[src/rtl/cc_pkg.sv]
package cc_pkg;
  localparam int unsigned CC_SLICE_W = 8;
  localparam int unsigned CC_SLICES  = 4;

  function automatic int unsigned cc_total_w(input int unsigned sw, input int unsigned ns);
    return sw * ns;
  endfunction
endpackage

[src/rtl/cc_slice.sv]
module cc_slice #(
  parameter int unsigned SW = 8
) (
  input  logic          clk,
  input  logic          rst,
  input  logic          adv_n,
  output logic [SW-1:0] val,
  output logic          sat_n
);
  localparam logic [SW-1:0] STEP = SW'(1);

  always_ff @(posedge clk) begin
    if (rst)         val <= '0;
    else if (!adv_n) val <= val + STEP;
  end

  // low exactly while the slice holds all ones
  assign sat_n = ~(&val);
endmodule

[src/rtl/cc_enable_tree.sv]
module cc_enable_tree #(
  parameter int unsigned NS = 4
) (
  input  logic          g_en_n,
  input  logic [NS-1:0] sat_n,
  output logic [NS:0]   adv_n
);
  // Entry NS is the enable a slice above the top would see: the wrap carry.
  for (genvar i = 0; i <= NS; i++) begin : g_term
    if (i == 0) begin : g_base
      assign adv_n[i] = g_en_n;
    end else begin : g_or
      assign adv_n[i] = g_en_n | (|sat_n[i-1:0]);
    end
  end
endmodule

[src/rtl/cascade_counter.sv]
module cascade_counter #(
  parameter int unsigned SLICE_W    = cc_pkg::CC_SLICE_W,
  parameter int unsigned NUM_SLICES = cc_pkg::CC_SLICES,
  localparam int unsigned W         = cc_pkg::cc_total_w(SLICE_W, NUM_SLICES)
) (
  input  logic         clk,
  input  logic         rst,
  input  logic         cnt_en_n,
  output logic [W-1:0] count,
  output logic         carry_out
);
  logic [NUM_SLICES-1:0] sat_n;
  logic [NUM_SLICES:0]   adv_n;

  cc_enable_tree #(.NS(NUM_SLICES)) u_tree (
    .g_en_n (cnt_en_n),
    .sat_n  (sat_n),
    .adv_n  (adv_n)
  );

  for (genvar k = 0; k < NUM_SLICES; k++) begin : g_slice
    logic [SLICE_W-1:0] v;
    cc_slice #(.SW(SLICE_W)) u_slice (
      .clk   (clk),
      .rst   (rst),
      .adv_n (adv_n[k]),
      .val   (v),
      .sat_n (sat_n[k])
    );
    assign count[k*SLICE_W +: SLICE_W] = v;
  end

  assign carry_out = ~adv_n[NUM_SLICES];
endmodule

[config.mk]
export PLATFORM = sky130hd
export DESIGN_NAME = cascade_counter
export DESIGN_NICKNAME = d
export VERILOG_FILES = /design/src/rtl/cc_pkg.sv /design/src/rtl/cc_slice.sv /design/src/rtl/cc_enable_tree.sv /design/src/rtl/cascade_counter.sv
export SDC_FILE = /design/constraint.sdc
export NUM_CORES = 1
export LEC_CHECK = 0
export BUFFER_PORTS_ARGS = -buffer_cell sky130_fd_sc_hd__buf_2
export CAP_MARGIN = 20
export CORE_ASPECT_RATIO = 0.7
export CORE_MARGIN = 2
export CORE_UTILIZATION = 50
export CTS_BUF_LIST = sky130_fd_sc_hd__clkbuf_8
export CTS_CLUSTER_DIAMETER = 60
export CTS_CLUSTER_SIZE = 14
export DETAILED_ROUTE_END_ITERATION = 10
export MAX_ROUTING_LAYER = met4
export PLACE_DENSITY = 0.87
export SLEW_MARGIN = 20
export SYNTH_ARGS = -nofsm -noshare
export SYNTH_HDL_FRONTEND = slang
export SYNTH_SLANG_ARGS = --single-unit
[constraint.sdc]
create_clock -name clk -period 2.32 [get_ports clk]
set_input_delay 0.348 -clock clk [delete_from_list [all_inputs] [get_ports clk]]
set_output_delay 0.348 -clock clk [all_outputs]
set_load 0.02 [all_outputs]
==> results.sh, run 1 <==
export IMPL_outcome="finished, final reports clean"
export IMPL_clock_fmax_mhz=441.3
export IMPL_antenna_cells=0
export IMPL_drt_pass1_iter_count=4
export IMPL_cts_max_level=2
export IMPL_synth_area_mux_share=0.02024
export IMPL_timing_final_crit_share=0.9767
export IMPL_timing_rr_end="g_slice[3].u_slice.val[7]"
export IMPL_regToRegStartpoint="g_slice[1].u_slice.val[1]"
export IMPL_nNetsFinal=222
export IMPL_nFillCells=233
export IMPL_drv_slew=0
export IMPL_highest_layer="met4"
export IMPL_clockBufferDepth=2
export IMPL_avgSynthCellArea_sq_um=8.780
export IMPL_synthSimpleGateAreaFrac=0.3036
export IMPL_regArea_sq_um=646.9
export IMPL_top_regs="g_slice.u_slice.val: 32 flops"
export IMPL_cp_slowest_cell="or4_4"
export IMPL_slew_headroom=0.5828
export IMPL_reg2reg_slack_ns=0.07
export IMPL_start_kind="flop"
export IMPL_max_cap_violations=0
export IMPL_synth_compound_area_frac=0.1109
export IMPL_cp_end_kind="output pin"
export IMPL_critPathMaxStageDelay_ns=0.58
export IMPL_grt_start_max_net_pins=36
export IMPL_cts_tree="yes"
export IMPL_core_area_sq_um=2863
export IMPL_worstSkewPairLatency_ns=0.28
export IMPL_synth_xor_area_frac=0.07935
export IMPL_ir_worst_vdd_mv=0.2794
export IMPL_holdPathStages=3
export IMPL_pin_count=36
export IMPL_post_route_drc_count=0
export IMPL_worstHoldStart="cnt_en_n"
export IMPL_fp_dieH_microns=50.51
export IMPL_ys_seq_elements=32
export IMPL_cts_sinks=32
export IMPL_syn_nets=183
export IMPL_setup_viol=0
export IMPL_synthAdderAreaFrac=0.03239
export IMPL_grt_pass1_vias=1256
export IMPL_final_core_util=0.6622
export IMPL_crit_fanout=4
export IMPL_worst_pin_slew_ns=0.6258
export IMPL_regMostFlops="g_slice.u_slice.val"
export IMPL_ys_warn_count=0
export IMPL_place_congestion=0.8353
export IMPL_antenna_found_initial=0
export IMPL_hold_worst_slack_ns=0.3979
export IMPL_path_cells="ha_2 > nand4_1 > or4_4 > nor4_4 > buf_4"
export IMPL_multiInputGateArea_sq_um=873.3
export IMPL_clk_pin_slew_ns=0.06
export IMPL_min_to="g_slice[0].u_slice.val[1]"
export IMPL_drt_initial_drc_count=100
export IMPL_power_density_nw_per_um2=555.5
export IMPL_grt_overflow=0
export IMPL_p_total_uw=1053
export IMPL_leakage_uw=0.0007861
export IMPL_hp_class="input port to flop"
export IMPL_port_buffers=35
export IMPL_clock_root_buffer="clkbuf_8"
export IMPL_wl_per_cell_microns=14.18
export IMPL_hold_viol=0
export IMPL_finalInstanceArea_sq_um=1896
export IMPL_grt_use_total=0.2193
export IMPL_postRouteAntennaNets=0
export IMPL_fp_row_count=16
export IMPL_fin_skew_ns=0.008995
export IMPL_synth_top_family_by_area="simple AND/OR/NAND/NOR gates"
export IMPL_criticalPathCategory="flop to output pin"
export IMPL_synth_seq_area_share=0.4146
export IMPL_synthCells=176
export IMPL_min_period_ns=2.266
export IMPL_start_util=0.5398
export IMPL_met1Wirelength_mm=1.787
export IMPL_die_area_sq_um=3558
export IMPL_die_x_microns=70.45
export IMPL_wirelength_mm=3.573
export IMPL_cp_data_required_time_ns=1.97
export IMPL_yosysUniqueCellTypes=32
export IMPL_vias=1439
export IMPL_place_area_sq_um=1773
export IMPL_worstPathArrival_ns=1.92
export IMPL_dpl_hpwl_mm=2.351
export IMPL_cts_buffers=5
export IMPL_syn_to_final_growth_pct=22.67
export IMPL_drive_above_1_share=0.2685
export IMPL_wl_met3_microns=223
export IMPL_cts_hold_buf=0
export IMPL_routed_wl_met2_mm=1.530
export IMPL_grt_pass1_wl_mm=5.899
export IMPL_largest_reg_flops=32
export IMPL_syn_area_sq_um=1545
export IMPL_viasPerCell=5.710
export IMPL_reg2reg_depth=6
## kinds of logic after synthesis
logic type,count (synthesis)
AND/OR/NAND/NOR,80
flip-flops,32
AO/OA/AOI/OAI,29
XOR/XNOR,14
buffers and inverters,14
adder cells (fa/ha/maj),4
multiplexers,3
## routing by layer
metal | vias to the layer above | global-route usage
met2 | 49 | 0.3097
met4 | 0 | 0.06731
met3 | 4 | 0.06627
met5 | - | -
li1 | 724 | -
met1 | 662 | 0.3017
## worst max-delay path, delay by kind of cell (launching register included)
family                     cells  cell delay [ns]
adders and majority gates      1             0.23
buffers and inverters          1             0.17
and+or+nand+nor                3             0.85
DFF                            1             0.39
## synth_stat cells
cell | instances | area (sq um)
and4_1 | 3 | 26.28
or4_4 | 1 | 11.26
xnor2_1 | 8 | 70.07
or2_2 | 1 | 6.260
ha_1 | 4 | 50.05
nor2_1 | 18 | 67.56
buf_6 | 1 | 11.26
mux2i_1 | 2 | 20.02
xor2_1 | 6 | 52.55
or4_1 | 9 | 67.56
and3_1 | 2 | 12.51
o41ai_1 | 1 | 8.760
mux2_2 | 1 | 11.26
inv_1 | 6 | 22.52
and4b_1 | 1 | 10.01
a21oi_1 | 14 | 70.07
nand2_1 | 10 | 37.54
nor3_1 | 1 | 5.000
nand2b_1 | 2 | 12.51
and2b_1 | 1 | 7.510
o31ai_1 | 9 | 67.56
nor2b_1 | 3 | 18.77
nand4_2 | 1 | 12.51
o21ai_0 | 5 | 25.02
clkbuf_1 | 6 | 22.52
nand4_1 | 6 | 37.54
nor4_1 | 6 | 37.54
or3_1 | 4 | 25.02
dfxtp_1 | 32 | 640.6
nand4b_4 | 1 | 23.77
buf_1 | 1 | 3.750
nand3_1 | 10 | 50.05
## power breakdown
group / switching (uW) / internal (uW)
logic: 20.9 / 11.0
clock network: 195 / 266
registers: 5.94 / 554
total: 222 / 831
## area by class of cell
type	count	area share
Clock buffer	7	0.05083
Inverter	6	0.01188
Clock inverter	1	0.001980
Sequential cell	32	0.3413
Timing Repair Buffer	39	0.1096
Tap cell	36	0.02376
Multi-Input combinational cell	131	0.4607
## stage by stage
stage / std cells / TNS, ns / setup slack [ns]
2_1_floorplan: 176 / 0 / 0.0009532
3_3_place_gp: 242 / 0 / 0.1882
3_5_place_dp: 242 / 0 / 0.1365
4_1_cts: 252 / 0 / 0.02181
5_1_grt: 252 / -0.004813 / -0.004813
6_report: 252 / 0 / 0.05414
## repair_timing
action,4_1_cts,5_1_grt
gates cloned,1,0
endpoints found under the setup margin,1,2
setup buffers,1,0
pin swaps,1,0
gates resized for setup,1,2
## worst max-delay path by stage
stage | from | to | slack [ns] | cells after the start
floorplan | g_slice[0].u_slice.val[1] | carry_out | 0.001 | 6
global placement | cnt_en_n | g_slice[3].u_slice.val[7] | 0.19 | 5
detailed placement | cnt_en_n | g_slice[3].u_slice.val[5] | 0.14 | 5
CTS | g_slice[1].u_slice.val[1] | carry_out | 0.02 | 5
global route | g_slice[1].u_slice.val[1] | carry_out | -0.005 | 5
finish | g_slice[1].u_slice.val[1] | carry_out | 0.05 | 5
## layout by cell type, fill, tap and decap left out, types with 7 or more instances in the layout
cell type and instances:
or4_1 9, o31ai_1 9, xnor2_1 8, dfxtp_1 29, buf_2 34, a21oi_1 14, nand3_1 10, nand2_1 10
nor2_1 18, clkbuf_8 7, inv_1 7
Note: power is estimated with default switching activity, not from simulation.
==> run 2, diff against run 1 <==
Settings changed: ABC_AREA set to 1, PLACE_DENSITY 0.87 to 0.86.
==> results.sh, run 2 <==
export IMPL_outcome="finished, final reports clean"
export IMPL_leakage_uw=0.0008894
export IMPL_placedCellCount=305
export IMPL_cts_buffers=5
export IMPL_grt_pass1_vias=1434
export IMPL_fin_setup_tns_ns=0
export IMPL_die_x_microns=72.62
export IMPL_final_common_cell="nand2_1"
export IMPL_antenna_found_initial=0
export IMPL_pin_count=36
export IMPL_post_route_drc_count=0
export IMPL_avgSynthCellArea_sq_um=7.042
export IMPL_post_cts_resized=0
export IMPL_cp_data_required_time_ns=1.97
export IMPL_hold_viol=0
export IMPL_netlist_top_cells_count="46 x nand2_1, 36 x nor2_1, 32 x dfxtp_1"
export IMPL_synth_top_area_frac=0.3888
export IMPL_synth_top_area_cell="dfxtp_1"
export IMPL_syn_to_final_growth_pct=18.00
export IMPL_ys_warn_count=0
export IMPL_start_kind="flop"
export IMPL_syn_area_sq_um=1648
export IMPL_postRouteAntennaNets=0
export IMPL_wirelength_mm=3.622
export IMPL_fp_row_count=17
export IMPL_criticalPathCategory="flop to output pin"
export IMPL_setup_viol=0
export IMPL_cts_setup_buffers=0
export IMPL_yosysUniqueCellTypes=24
export IMPL_die_area_sq_um=3778
export IMPL_top_regs="g_slice.u_slice.val: 32 flops"
export IMPL_drive_above_1_share=0.2080
export IMPL_largest_reg_flops=32
export IMPL_yosysMostFrequentCell="nand2_1"
export IMPL_synth_top_flop_cell="dfxtp_1"
export IMPL_ir_worst_vdd_mv=0.3586
export IMPL_synth_edff_count=0
export IMPL_cts_sinks=32
export IMPL_final_core_util=0.6176
export IMPL_cp_end_kind="output pin"
export IMPL_viasPerCell=5.179
export IMPL_final_cells=312
export IMPL_worstPathArrival_ns=1.80
export IMPL_grt_pass1_wl_mm=6.168
export IMPL_timing_final_crit_share=0.9264
export IMPL_hp_class="input port to flop"
export IMPL_wl_per_cell_microns=11.61
export IMPL_final_cell_mix="46 x nand2_1, 36 x nor2_1, 35 x buf_2"
export IMPL_start_util=0.5234
export IMPL_place_congestion=0.8371
export IMPL_max_cap_violations=0
export IMPL_worst_pin_slew_ns=0.4669
export IMPL_ys_seq_elements=32
export IMPL_cts_hold_buf=0
export IMPL_grt_use_total=0.2191
export IMPL_nNetsFinal=281
export IMPL_synthArstFlopShare=0
export IMPL_fin_skew_ns=0.004380
export IMPL_synthCells=234
export IMPL_grt_overflow=0
export IMPL_grt_start_max_net_pins=18
export IMPL_vias=1616
export IMPL_crit_fanout=5
export IMPL_port_buffers=35
export IMPL_cts_max_level=2
export IMPL_worstSkewPairLatency_ns=0.29
export IMPL_dpl_hpwl_mm=2.664
export IMPL_clock_fmax_mhz=465.3
export IMPL_clock_root_buffer="clkbuf_8"
export IMPL_synth_seq_area_share=0.3888
export IMPL_fp_dieH_microns=52.03
export IMPL_antenna_cells=0
export IMPL_regMostFlops="g_slice.u_slice.val"
export IMPL_core_area_sq_um=3148
export IMPL_rsz0062_at_grt="false"
export IMPL_clk_pin_slew_ns=0.07
export IMPL_min_period_ns=2.149
export IMPL_clockBufferDepth=2
export IMPL_drt_pass1_iter_count=5
export IMPL_drv_slew=0
export IMPL_power_density_nw_per_um2=516.8
export IMPL_nFillCells=320
export IMPL_synthTopCellsByArea="dfxtp_1 39%, nand2_1 10%, nor2_1 8.2%, a21oi_1 6.1%, inv_1 5.5%"
export IMPL_cts_tree="yes"
export IMPL_slew_headroom=0.6884
export IMPL_drt_initial_drc_count=82
export IMPL_syn_nets=241
run 2: cell types whose count changed after synthesis, moves of 6 or more:
cell,previous run,this run
o21ai_0,5,11
nor3_1,1,10
inv_1,6,24
xnor2_1,8,2
o31ai_1,9,0
nand2_1,10,46
a21oi_1,14,20
nor2_1,18,36
or4_1,9,0
nor4_1,6,0
run 2: report_power, final:
part	switching [uW]	leakage, uW	total (uW)	internal [uW]
Combinational	26.4	0.000586	35.8	9.35
Sequential	3.60	0.000258	556	553
Clock	213	0.0000452	413	199
run 2: cell type report:
cell class                      count  area, sq um  area share
Timing Repair Buffer               37        190.2     0.09781
Multi-Input combinational cell    171        887.1      0.4562
Sequential cell                    32        640.6      0.3295
Inverter                           27        101.3     0.05212
Tap cell                           38        47.55     0.02445
Clock buffer                        5        68.82     0.03539
Clock inverter                      2        8.758    0.004505
run 2: kinds of logic after synthesis:
group / count (synthesis) / synth area share
flops: 32 / 0.3888
fa+ha+maj: 4 / 0.03037
simple gates: 129 / 0.3781
compound gates: 32 / 0.09795
xor+xnor: 6 / 0.03189
buf+inv: 31 / 0.07290
run 2: critical path: stages, from the launching register on:
cell and delay (ns):
dfxtp_1 0.38, ha_1 0.18, inv_1 0.08, nor2_4 0.21, nand2_4 0.09, nor3_4 0.14, nand3_1 0.14, nor2_1 0.11
buf_2 0.17
run 2: layer usage:
layer / global-route usage / part of all wire / vias up
met5: - / 0 / -
met4: 0.1111 / 0.017 / 0
met3: 0.05426 / 0.062 / 7
met2: 0.3091 / 0.39 / 48
met1: 0.2915 / 0.53 / 719
li1: - / - / 842
run 2: stage by stage:
step           total power (uW)  cell area (sq um)  hold WS [ns]  setup slack [ns]
2_1_floorplan             594.4               1648        0.4420            0.2922
3_5_place_dp              604.6               1867        0.4809            0.4510
3_3_place_gp              603.1               1867        0.4733            0.5193
5_1_grt                    1039               1944        0.3248           0.05201
6_report                   1005               1944        0.3101            0.1707
4_1_cts                    1010               1944        0.3059            0.1905
run 2: worst paths after layout:
| kind | from | end | slack (ns) | depth (start not counted) |
|---|---|---|---|---|
| worst min-delay path | cnt_en_n | g_slice[0].u_slice.val[0] | 0.31 | 2 |
| worst max-delay path | g_slice[1].u_slice.val[0] | carry_out | 0.17 | 8 |
| worst max register to register | g_slice[0].u_slice.val[1] | g_slice[3].u_slice.val[0] | 0.66 | 8 |
| worst min register to register | g_slice[1].u_slice.val[7] | g_slice[1].u_slice.val[7] | 0.49 | 2 |
